===== config.mk =====
export PLATFORM = sky130hd
export DESIGN_NAME = zebra_overlay
export DESIGN_NICKNAME = d
export VERILOG_FILES = /design/src/rtl/zebra_pkg.sv /design/src/rtl/zebra_motion.sv /design/src/rtl/zebra_mark.sv /design/src/rtl/zebra_blend.sv /design/src/rtl/zebra_overlay.sv
export SDC_FILE = /design/constraint.sdc
export NUM_CORES = 1
export LEC_CHECK = 0
export ABC_AREA = 1
export BUFFER_PORTS_ARGS = -buffer_cell sky130_fd_sc_hd__clkbuf_2
export CORE_MARGIN = 3
export CORE_UTILIZATION = 52
export CTS_CLUSTER_SIZE = 8
export DETAILED_ROUTE_END_ITERATION = 6
export PLACE_DENSITY = 0.78
export SYNTH_ARGS = -nofsm -noshare
export SYNTH_HDL_FRONTEND = slang
export SYNTH_SLANG_ARGS = --single-unit
export TNS_END_PERCENT = 30

===== constraint.sdc =====
create_clock -name clk -period 9.45 [get_ports clk]
set_clock_uncertainty 0.1 [all_clocks]
set_input_delay 0.945 -clock clk [delete_from_list [all_inputs] [get_ports clk]]
set_output_delay 0.945 -clock clk [all_outputs]
set_load 0.02 [all_outputs]

===== src/rtl/zebra_pkg.sv =====
// Shared types and field extraction for the zebra overlay.
// Assumes the 32-bit style and tint word layouts given in the brief.
package zebra_pkg;

    localparam int COMP_W   = 8;   // bits per colour component
    localparam int PH_W     = 3;   // pattern period is 2**PH_W pixels
    localparam int NUM_CH   = 2;
    localparam int CH_OVER  = 0;
    localparam int CH_UNDER = 1;
    localparam int ENABLE_BIT = 8;

    typedef enum logic [1:0] {
        PAT_DOTS  = 2'd0,
        PAT_THIN  = 2'd1,
        PAT_THICK = 2'd2,
        PAT_NONE  = 2'd3
    } pat_style_e;

    typedef struct packed {
        logic              vis;
        logic [1:0]        speed;
        logic              angle;
        pat_style_e        style;
        logic [2:0]        opacity;
        logic [COMP_W-1:0] thr_under;
        logic [COMP_W-1:0] thr_over;
    } chan_cfg_t;

    // Pull the used fields out of a packed style/threshold word.
    function automatic chan_cfg_t unpack_style(input logic [31:0] w);
        chan_cfg_t c;
        c.vis       = w[31];
        c.speed     = w[29:28];
        c.angle     = w[24];
        c.style     = pat_style_e'(w[21:20]);
        c.opacity   = w[18:16];
        c.thr_under = w[15:8];
        c.thr_over  = w[7:0];
        return c;
    endfunction

endpackage


===== src/rtl/zebra_motion.sv =====
// Per-channel pattern offset: steps by 2**speed on each frame start.
// Assumes frame_start is a single-cycle pulse; the offset wraps modulo 2**PH_W.
module zebra_motion #(
    parameter int PH_W = 3
) (
    input  logic            clk,
    input  logic            rst_n,
    input  logic            frame_start,
    input  logic [1:0]      speed,
    output logic [PH_W-1:0] offset
);
    logic [PH_W-1:0] step;

    // Step size chosen by the speed field.
    always_comb step = PH_W'(1) << speed;

    // Offset register, cleared by reset and advanced once per frame.
    always_ff @(posedge clk) begin
        if (!rst_n)           offset <= '0;
        else if (frame_start) offset <= offset + step;
    end
endmodule


===== src/rtl/zebra_mark.sv =====
// Exposure test and pattern lookup for one channel (combinational).
// Assumes PH_W >= 3 so dots (mod 4) and lines (mod 8) are both expressible.
module zebra_mark
    import zebra_pkg::*;
#(
    parameter int          POS_W     = 11,
    parameter int          PHASE_W   = 3,
    parameter bit          IS_OVER   = 1'b1,
    parameter bit          HDMI_MODE = 1'b1,
    parameter logic [7:0]  CAP       = 8'hE8
) (
    input  chan_cfg_t          cfg,
    input  logic [COMP_W-1:0]  luma,
    input  logic [POS_W-1:0]   px,
    input  logic [POS_W-1:0]   py,
    input  logic [PHASE_W-1:0] offset,
    output logic               hit,
    output logic               lit
);
    localparam logic [PHASE_W-1:0] THIN_LIM  = PHASE_W'(1) << (PHASE_W-2);
    localparam logic [PHASE_W-1:0] THICK_LIM = PHASE_W'(1) << (PHASE_W-1);

    logic [PHASE_W-1:0] phase;
    logic               expo;
    logic               patt;

    // Diagonal phase from position, angle and the frame offset.
    always_comb begin
        if (cfg.angle) phase = px[PHASE_W-1:0] - py[PHASE_W-1:0] + offset;
        else           phase = px[PHASE_W-1:0] + py[PHASE_W-1:0] + offset;
    end

    generate
        if (IS_OVER) begin : g_over
            // Highlight test against the low threshold field, with optional cap.
            always_comb expo = (luma >= cfg.thr_over) && !(HDMI_MODE && (cfg.thr_over > CAP));
        end else begin : g_under
            // Shadow test against the high threshold field.
            always_comb expo = (luma <= cfg.thr_under);
        end
    endgenerate

    // Pattern coverage for the selected style.
    always_comb begin
        unique case (cfg.style)
            PAT_DOTS:  patt = (phase[1:0] == 2'd0) && (py[1:0] == 2'd0);
            PAT_THIN:  patt = (phase < THIN_LIM);
            PAT_THICK: patt = (phase < THICK_LIM);
            default:   patt = 1'b0;
        endcase
    end

    // Combine visibility, exposure and pattern.
    always_comb begin
        hit = cfg.vis & expo;
        lit = hit & patt;
    end
endmodule


===== src/rtl/zebra_blend.sv =====
// One-component opacity mix: (base*(7-op) + tint*(op+1)) / 8.
// Assumes 3-bit opacity; op = 7 yields the tint exactly.
module zebra_blend #(
    parameter int W = 8
) (
    input  logic [W-1:0] base,
    input  logic [W-1:0] tint,
    input  logic [2:0]   op,
    output logic [W-1:0] mix
);
    logic [W+2:0] sum;

    // Weighted sum with eight parts in total, then drop three bits.
    always_comb begin
        sum = (W+3)'(base) * (W+3)'(3'd7 - op) + (W+3)'(tint) * (W+3)'({1'b0, op} + 4'd1);
        mix = sum[W+2:3];
    end
endmodule


===== src/rtl/zebra_overlay.sv =====
// Top of the zebra overlay: two channels of exposure marking, a priority
// pick, and an opacity blend, in a two-register pipeline.
// Assumes configuration words are held stable while pixels stream.
module zebra_overlay
    import zebra_pkg::*;
#(
    parameter int         POS_W     = 11,
    parameter bit         HDMI_MODE = 1'b1,
    parameter logic [7:0] HDMI_CAP  = 8'hE8
) (
    input  logic              clk,
    input  logic              rst_n,
    input  logic              in_valid,
    input  logic [POS_W-1:0]  in_col,
    input  logic [POS_W-1:0]  in_row,
    input  logic [7:0]        in_luma,
    input  logic [7:0]        in_cb,
    input  logic [7:0]        in_cr,
    input  logic              frame_start,
    input  logic [31:0]       cfg_enable,
    input  logic [31:0]       cfg_over_style,
    input  logic [31:0]       cfg_over_tint,
    input  logic [31:0]       cfg_under_style,
    input  logic [31:0]       cfg_under_tint,
    output logic              out_valid,
    output logic [POS_W-1:0]  out_col,
    output logic [POS_W-1:0]  out_row,
    output logic [7:0]        out_luma,
    output logic [7:0]        out_cb,
    output logic [7:0]        out_cr
);
    localparam int PIX_W = 3 * COMP_W;

    chan_cfg_t        cfg    [NUM_CH];
    logic [PIX_W-1:0] tint   [NUM_CH];
    logic [PH_W-1:0]  ofs_q  [NUM_CH];
    logic [NUM_CH-1:0] hit, lit;

    logic             sel_lit;
    logic [PIX_W-1:0] sel_tint;
    logic [2:0]       sel_op;

    logic             s1_valid, s1_lit;
    logic [POS_W-1:0] s1_col, s1_row;
    logic [PIX_W-1:0] s1_pix, s1_tint, mixed;
    logic [2:0]       s1_op;

    // Decode the channel words into typed fields.
    always_comb begin
        cfg[CH_OVER]   = unpack_style(cfg_over_style);
        cfg[CH_UNDER]  = unpack_style(cfg_under_style);
        tint[CH_OVER]  = cfg_over_tint[PIX_W-1:0];
        tint[CH_UNDER] = cfg_under_tint[PIX_W-1:0];
    end

    generate
        for (genvar ch = 0; ch < NUM_CH; ch++) begin : g_ch
            zebra_motion #(.PH_W(PH_W)) u_motion (
                .clk         (clk),
                .rst_n       (rst_n),
                .frame_start (frame_start),
                .speed       (cfg[ch].speed),
                .offset      (ofs_q[ch])
            );
            zebra_mark #(
                .POS_W     (POS_W),
                .PHASE_W   (PH_W),
                .IS_OVER   (ch == CH_OVER),
                .HDMI_MODE (HDMI_MODE),
                .CAP       (HDMI_CAP)
            ) u_mark (
                .cfg    (cfg[ch]),
                .luma   (in_luma),
                .px     (in_col),
                .py     (in_row),
                .offset (ofs_q[ch]),
                .hit    (hit[ch]),
                .lit    (lit[ch])
            );
        end
    endgenerate

    // Priority pick: highlight channel first, then shadow, gated by enable.
    always_comb begin
        sel_lit  = 1'b0;
        sel_tint = tint[CH_OVER];
        sel_op   = cfg[CH_OVER].opacity;
        if (cfg_enable[ENABLE_BIT]) begin
            if (hit[CH_OVER]) begin
                sel_lit = lit[CH_OVER];
            end else if (hit[CH_UNDER]) begin
                sel_lit  = lit[CH_UNDER];
                sel_tint = tint[CH_UNDER];
                sel_op   = cfg[CH_UNDER].opacity;
            end
        end
    end

    // Stage 1: register the pixel together with its overlay decision.
    always_ff @(posedge clk) begin
        if (!rst_n) begin
            s1_valid <= 1'b0;
            s1_lit   <= 1'b0;
            s1_col   <= '0;
            s1_row   <= '0;
            s1_pix   <= '0;
            s1_tint  <= '0;
            s1_op    <= '0;
        end else begin
            s1_valid <= in_valid;
            s1_lit   <= sel_lit;
            s1_col   <= in_col;
            s1_row   <= in_row;
            s1_pix   <= {in_luma, in_cb, in_cr};
            s1_tint  <= sel_tint;
            s1_op    <= sel_op;
        end
    end

    generate
        for (genvar k = 0; k < 3; k++) begin : g_comp
            zebra_blend #(.W(COMP_W)) u_blend (
                .base (s1_pix [k*COMP_W +: COMP_W]),
                .tint (s1_tint[k*COMP_W +: COMP_W]),
                .op   (s1_op),
                .mix  (mixed  [k*COMP_W +: COMP_W])
            );
        end
    endgenerate

    // Stage 2: register the blended or passed-through pixel.
    always_ff @(posedge clk) begin
        if (!rst_n) begin
            out_valid <= 1'b0;
            out_col   <= '0;
            out_row   <= '0;
            {out_luma, out_cb, out_cr} <= '0;
        end else begin
            out_valid <= s1_valid;
            out_col   <= s1_col;
            out_row   <= s1_row;
            {out_luma, out_cb, out_cr} <= s1_lit ? mixed : s1_pix;
        end
    end
endmodule


# Word level (Yosys, flattened, before mapping)
# Cells that the tools add are included.
# word_totals
reg_bits	128
input_bits	210
output_inout_bits	47
# op_classes
add_sub_neg	13
n_mul	6
magnitude_cmp	7
n_eq_ne	4
shifts	2
muxes	13
bitwise	4
n_reduce_logical	10
# op_table
cell	n
$mux W24	4
$mul A8 B11 Y11	6
$add A11 B11 Y11	3
$add A3 B3 Y3	7
$mux W3	5
$logic_not A2 Y1	5
$ge A8 B8 Y1	1
$gt A8 B8 Y1 const B	1
$le A8 B8 Y1	1
$lt A3 B2 Y1 const B	2
$lt A3 B3 Y1 const B	2
$pmux W1 S3	2
$shl A1 B2 Y3 const A	2
$add A3 B1 Y4 const B	1
$and A1 B1 Y1	4
$eq A2 B1 Y1 const B	2
$eq A2 B2 Y1 const B	2
$sub A3 B3 Y4 const A	1
$logic_and A1 B1 Y1	3
$sub A3 B3 Y3	1
$mux W1	2
$reduce_and A2 Y1	1
$logic_not A1 Y1	1

# Depth between registers and ports, before layout
# depth
depth_word	9
mapped_depth	25
mapped_depth_nobuf	25

# Cells and area by module
# From an unflattened synthesis, not the netlist that was laid out.
# unflattened
hier_cells	1542
hier_area_um2	11046.8
# by_module_without_submodules
mod	instances	cells_each	area_each_um2
zebra_blend	3	265	1861.8
zebra_overlay	1	498	3951.3
zebra_mark (g_ch[0].u_mark)	1	99	581.8
zebra_mark (g_ch[1].u_mark)	1	98	560.5
zebra_motion	2	26	183.9

# Least setup slack after synthesis
# No wires, ideal clock.
# synth_path
path_kind	register to register
start	register s1_op[0]
end	register out_luma[5]
setup_ps	109
t_arrival_ps	4875
t_required_ps	9241
path_slack_ps	4366
path_stages_with_launch	20
path_buffers	1
period_less_slack_ps	5084
path_cell_list	dfxtp_1 ha_1 clkbuf_1 nand2_1 fa_1 fa_1 fa_1 fa_1 inv_1 fa_1 inv_1 fa_1 o21ai_0 nand2_1 nand2_1 a21oi_1 nand2_1 nand3_1 nand2_1 inv_1
# synth_between
elab_chain_cells	4
# synth_rtl
item	line_no	rtl
start: declaration	zebra_overlay.sv:46	logic [2:0] s1_op;
start signal: assignment	zebra_overlay.sv:116	s1_op <= sel_op;
$sub A3 B3 Y4 or $add A3 B1 Y4 (tied branches)	zebra_blend.sv:15	sum = (W+3)'(base) * (W+3)'(3'd7 - op) + (W+3)'(tint) * (W+3)'({1'b0, op} + 4'd1);
$mul A8 B11 Y11	zebra_blend.sv:15	
$add A11 B11 Y11 *	zebra_blend.sv:15	
$mux W24 *	zebra_overlay.sv:142	{out_luma, out_cb, out_cr} <= s1_lit ? mixed : s1_pix;
end signal: assignment	zebra_overlay.sv:142	
end: declaration	zebra_overlay.sv:28	output logic [7:0] out_luma,
# Every way passes the cells marked *; elsewhere a longest branch is shown, timed or not.
# A chain may end at the register's enable or synchronous reset.

# Worst setup path in the final report
# layout_path
start	register s1_op[1]
end	register out_luma[7]
# The elaborated chain is that of the path after synthesis.

==> run summary <==
Leakage: 0.00754 µW
Synth Area in Compound Gates: 5.29%
Ys flop type: dfxtp_1
Setup TNS: 0 ns
Global-route wire length before repair: 39900 µm
Skew-Pair Late Insertion Delay: 0.43 ns
Post-synth EDFFs: 0
Comb pwr share: 37.5%
Residual DRC count: 0
Post-synthesis sequential area ratio: 23.8%
Crit path DAT: 6.95 ns
Syn nets: 1883
Area delta synth->final: 15.2%
RSZ-0062 raised after global routing: false
Die X: 150 µm
Worst Hold Class: flop to flop
Worst-path clk slew: 0.07 ns
Mapped Cells: 1449
P_sw: 776 µW
Main combinational cell family by area after synthesis: adder cells
CP max-delay cell: dfxtp_1
DRT iter0 DRCs: 376
Grt ovf: 0
GPL Wtd Cong: 0.870
CTS tree: yes
Actual slew at the worst max-slew pin: 1.06 ns
Fin. max-slew vios: 0
Largest net degree at the start of global routing: 73
Type of origin of the critical path: flop
Fmax: 149 MHz
DR vias: 8932
GRT Util Overall: 22.2%
Core Region: 20300 µm²
Synth Register Bits: 128
Crit Path Max Fanout: 22
Clk sinks: 128
Flop-to-flop setup slack: 2.73 ns
Num CTS Buffers: 17
Synth warn: 0
Post-Synth Simple-Gate Area: 19.5%
Diodes inserted: 0
Clock buffer depth: 2
Worst Hold Margin: 0.311 ns
# hold bufs at CTS: 0
Root Driver: clkbuf_16
Worst Setup Path Type: flop to flop
Post-CTS resize count: 0
Detail Route Antenna Nets: 0
Final setup viols: 0
Yosys cell types: 35
Share of layout cells above drive strength 1: 14.2%
H-tree depth: 4
Xor and xnor fraction of the mapped netlist area: 2.12%
Worst path cell trace: ha_1 -> nand2_1 -> nand2_1 -> inv_1 -> nand2_1 -> fa_1 -> fa_1 -> fa_1 -> fa_1 -> inv_1 -> fa_1 -> inv_1 -> fa_1 -> o21ai_0 -> nand2_1 -> o211ai_1 -> a21o_1 -> nand3_1 -> nand2_1 -> inv_1
Int Pwr: 1220 µW
VDD IR-drop max: 0.000126 V
Crit path top cell by count: fa_1
Die Ht: 150 µm
Post-CTS repair timing setup buffer count: 0
Delay of the slowest critical-path stage: 0.98 ns
HPWL after DPL: 18200 µm
Number of port buffers: 179
Outcome: finished, final reports clean
Net count, final: 2045
Adder-Cell Fraction of Synth Area: 33.4%
Max Cap Viol: 0
Final Hold Fails: 0
First-pass DRT Iterations: 5
Number of global-route vias before repair: 8796
Die area: 22500 µm²
Initial core utilization: 53.0%
Area of the mapped netlist: 10800 µm²
# rows: 52
Vias per inst: 4.72
Average size of a mapped cell: 7.43 µm²
Fin crit share: 71.1%
Initial antenna violation count: 0
Num ports: 257
Final worst path period need: 6.72 ns
Relative slew slack: 29.4%
Sw frac: 38.8%
Clk pwr share: 32.7%
Mux contribution to synthesized area: 0.209%
WL final: 23800 µm
Routed len/inst: 12.6 µm
Seq pwr share: 29.7%
Power Density: 161 nW/µm²
CP required: 9.68 ns
Async set-reset flop share out of synthesis: 0%
CP endpoint kind: flop
-- synth_stat cells (2+ instances only) --
| cell | count | area [µm²] |
|---|---|---|
| nor2_1 | 183 | 687 |
| nand2_2 | 2 | 12.5 |
| clkinv_1 | 3 | 11.3 |
| buf_4 | 4 | 30.0 |
| or2_2 | 5 | 31.3 |
| fa_1 | 105 | 2100 |
| buf_6 | 5 | 56.3 |
| o21ai_1 | 2 | 10.0 |
| o21ai_2 | 2 | 17.5 |
| nand4_1 | 4 | 25.0 |
| xor2_1 | 18 | 158 |
| nand3_2 | 2 | 20.0 |
| mux2_2 | 2 | 22.5 |
| a21oi_1 | 57 | 285 |
| nand3_1 | 33 | 165 |
| ha_1 | 119 | 1490 |
| o21ai_0 | 29 | 145 |
| xnor2_1 | 8 | 70.1 |
| buf_2 | 6 | 30.0 |
| nand2_1 | 296 | 1110 |
| a21o_1 | 5 | 37.5 |
| dfxtp_1 | 128 | 2560 |
| nor2_2 | 2 | 12.5 |
| clkbuf_1 | 23 | 86.3 |
| inv_1 | 393 | 1480 |
| a211oi_1 | 3 | 22.5 |
| o211a_1 | 2 | 20.0 |
-- through the flow --
stage | cells | utilization [%] | area (µm²) | setup WS (ns) | total power, µW
detailed placement | 1862 | 58.2 | 11800 | 2.82 | 1350
finish | 1894 | 61.1 | 12400 | 2.73 | 2000
floorplan | 1449 | - | 10800 | 4.37 | 1170
global route | 1894 | 61.1 | 12400 | 2.40 | 2160
CTS | 1894 | 61.1 | 12400 | 2.80 | 2020
global placement | 1862 | 58.2 | 11800 | 2.88 | 1330
-- power groups by stage --
stage | registers, µW | logic, µW | clock network [µW]
after global routing | 597 | 874 | 691
after detailed placement | 606 | 743 | 0
after floorplan | 607 | 568 | 0
final | 594 | 750 | 655
after CTS | 594 | 754 | 667
after global placement | 606 | 720 | 0
-- cells by family after synthesis --
logic type	Yosys count
AO/OA/AOI/OAI	104
XOR/XNOR	26
adder cells (fa/ha/maj)	224
buffers and inverters	435
flip-flops	128
multiplexers	2
AND/OR/NAND/NOR	530
-- cells in the final DEF (no fill, tap or decap) --
cell type / count
clkinv_8: 3
fa_1: 105
xnor2_1: 8
inv_8: 5
inv_6: 3
a21o_1: 5
xor2_1: 18
clkinv_2: 1
clkinv_4: 3
or2_2: 5
clkbuf_16: 17
nand3b_1: 1
clkinv_1: 3
nor2_1: 183
a21oi_2: 1
o21ai_0: 29
clkbuf_2: 178
clkinvlp_4: 1
nor3_1: 1
nand3_2: 2
dfxtp_1: 128
o21ai_1: 2
a211oi_1: 3
nand2_2: 2
nand2_1: 296
ha_1: 119
inv_1: 393
a21oi_1: 57
mux2_2: 2
nor2_2: 2
nand4_1: 4
a21boi_0: 1
o211a_1: 2
o211ai_1: 1
buf_4: 3
o21ai_2: 2
o21bai_1: 1
nand3_1: 33
nand4_4: 1
-- sequential cells by signal, indices dropped and copies added (netlist names), 11 cells and up --
| name | count |
|---|---|
| s1_tint | 24 |
| s1_col | 11 |
| s1_row | 11 |
| s1_pix | 24 |
| out_col | 11 |
| out_row | 11 |
-- cell type report --
type                       instances  area (µm²)
sequential                       128        2560
inverter                         397        1490
timing repair buffer             181         913
clock buffer                      17         425
multi-input combinational        886        6510
tap                              270         338
fill                            1795        7900
clock inverter                    15         165
-- path summary, 6_finish.rpt --
check	startpoint	endpoint	cells after the start
worst min-delay path	s1_row[3]	out_row[3]	2
worst min register to register	s1_row[3]	out_row[3]	2
worst max-delay path	s1_op[1]	out_luma[7]	20
worst max register to register	s1_op[1]	out_luma[7]	20
-- critical path: cells and delay by family (launching register included) --
family,cells,cell delay [ns]
fa+ha+maj,7,3.38
simple gates,6,1.12
flops,1,0.98
compound gates,3,0.66
buf+inv,4,0.37
-- routing by layer --
layer  GRT usage [%]  wire [µm]  vias up
met1            27.5       9910     4089
met5               0          0        -
met4            7.82        516        0
met3            5.30       1820       39
met2            37.7      11600      264
li1                -          -     4540
Note: power is estimated with default switching activity, not from simulation.
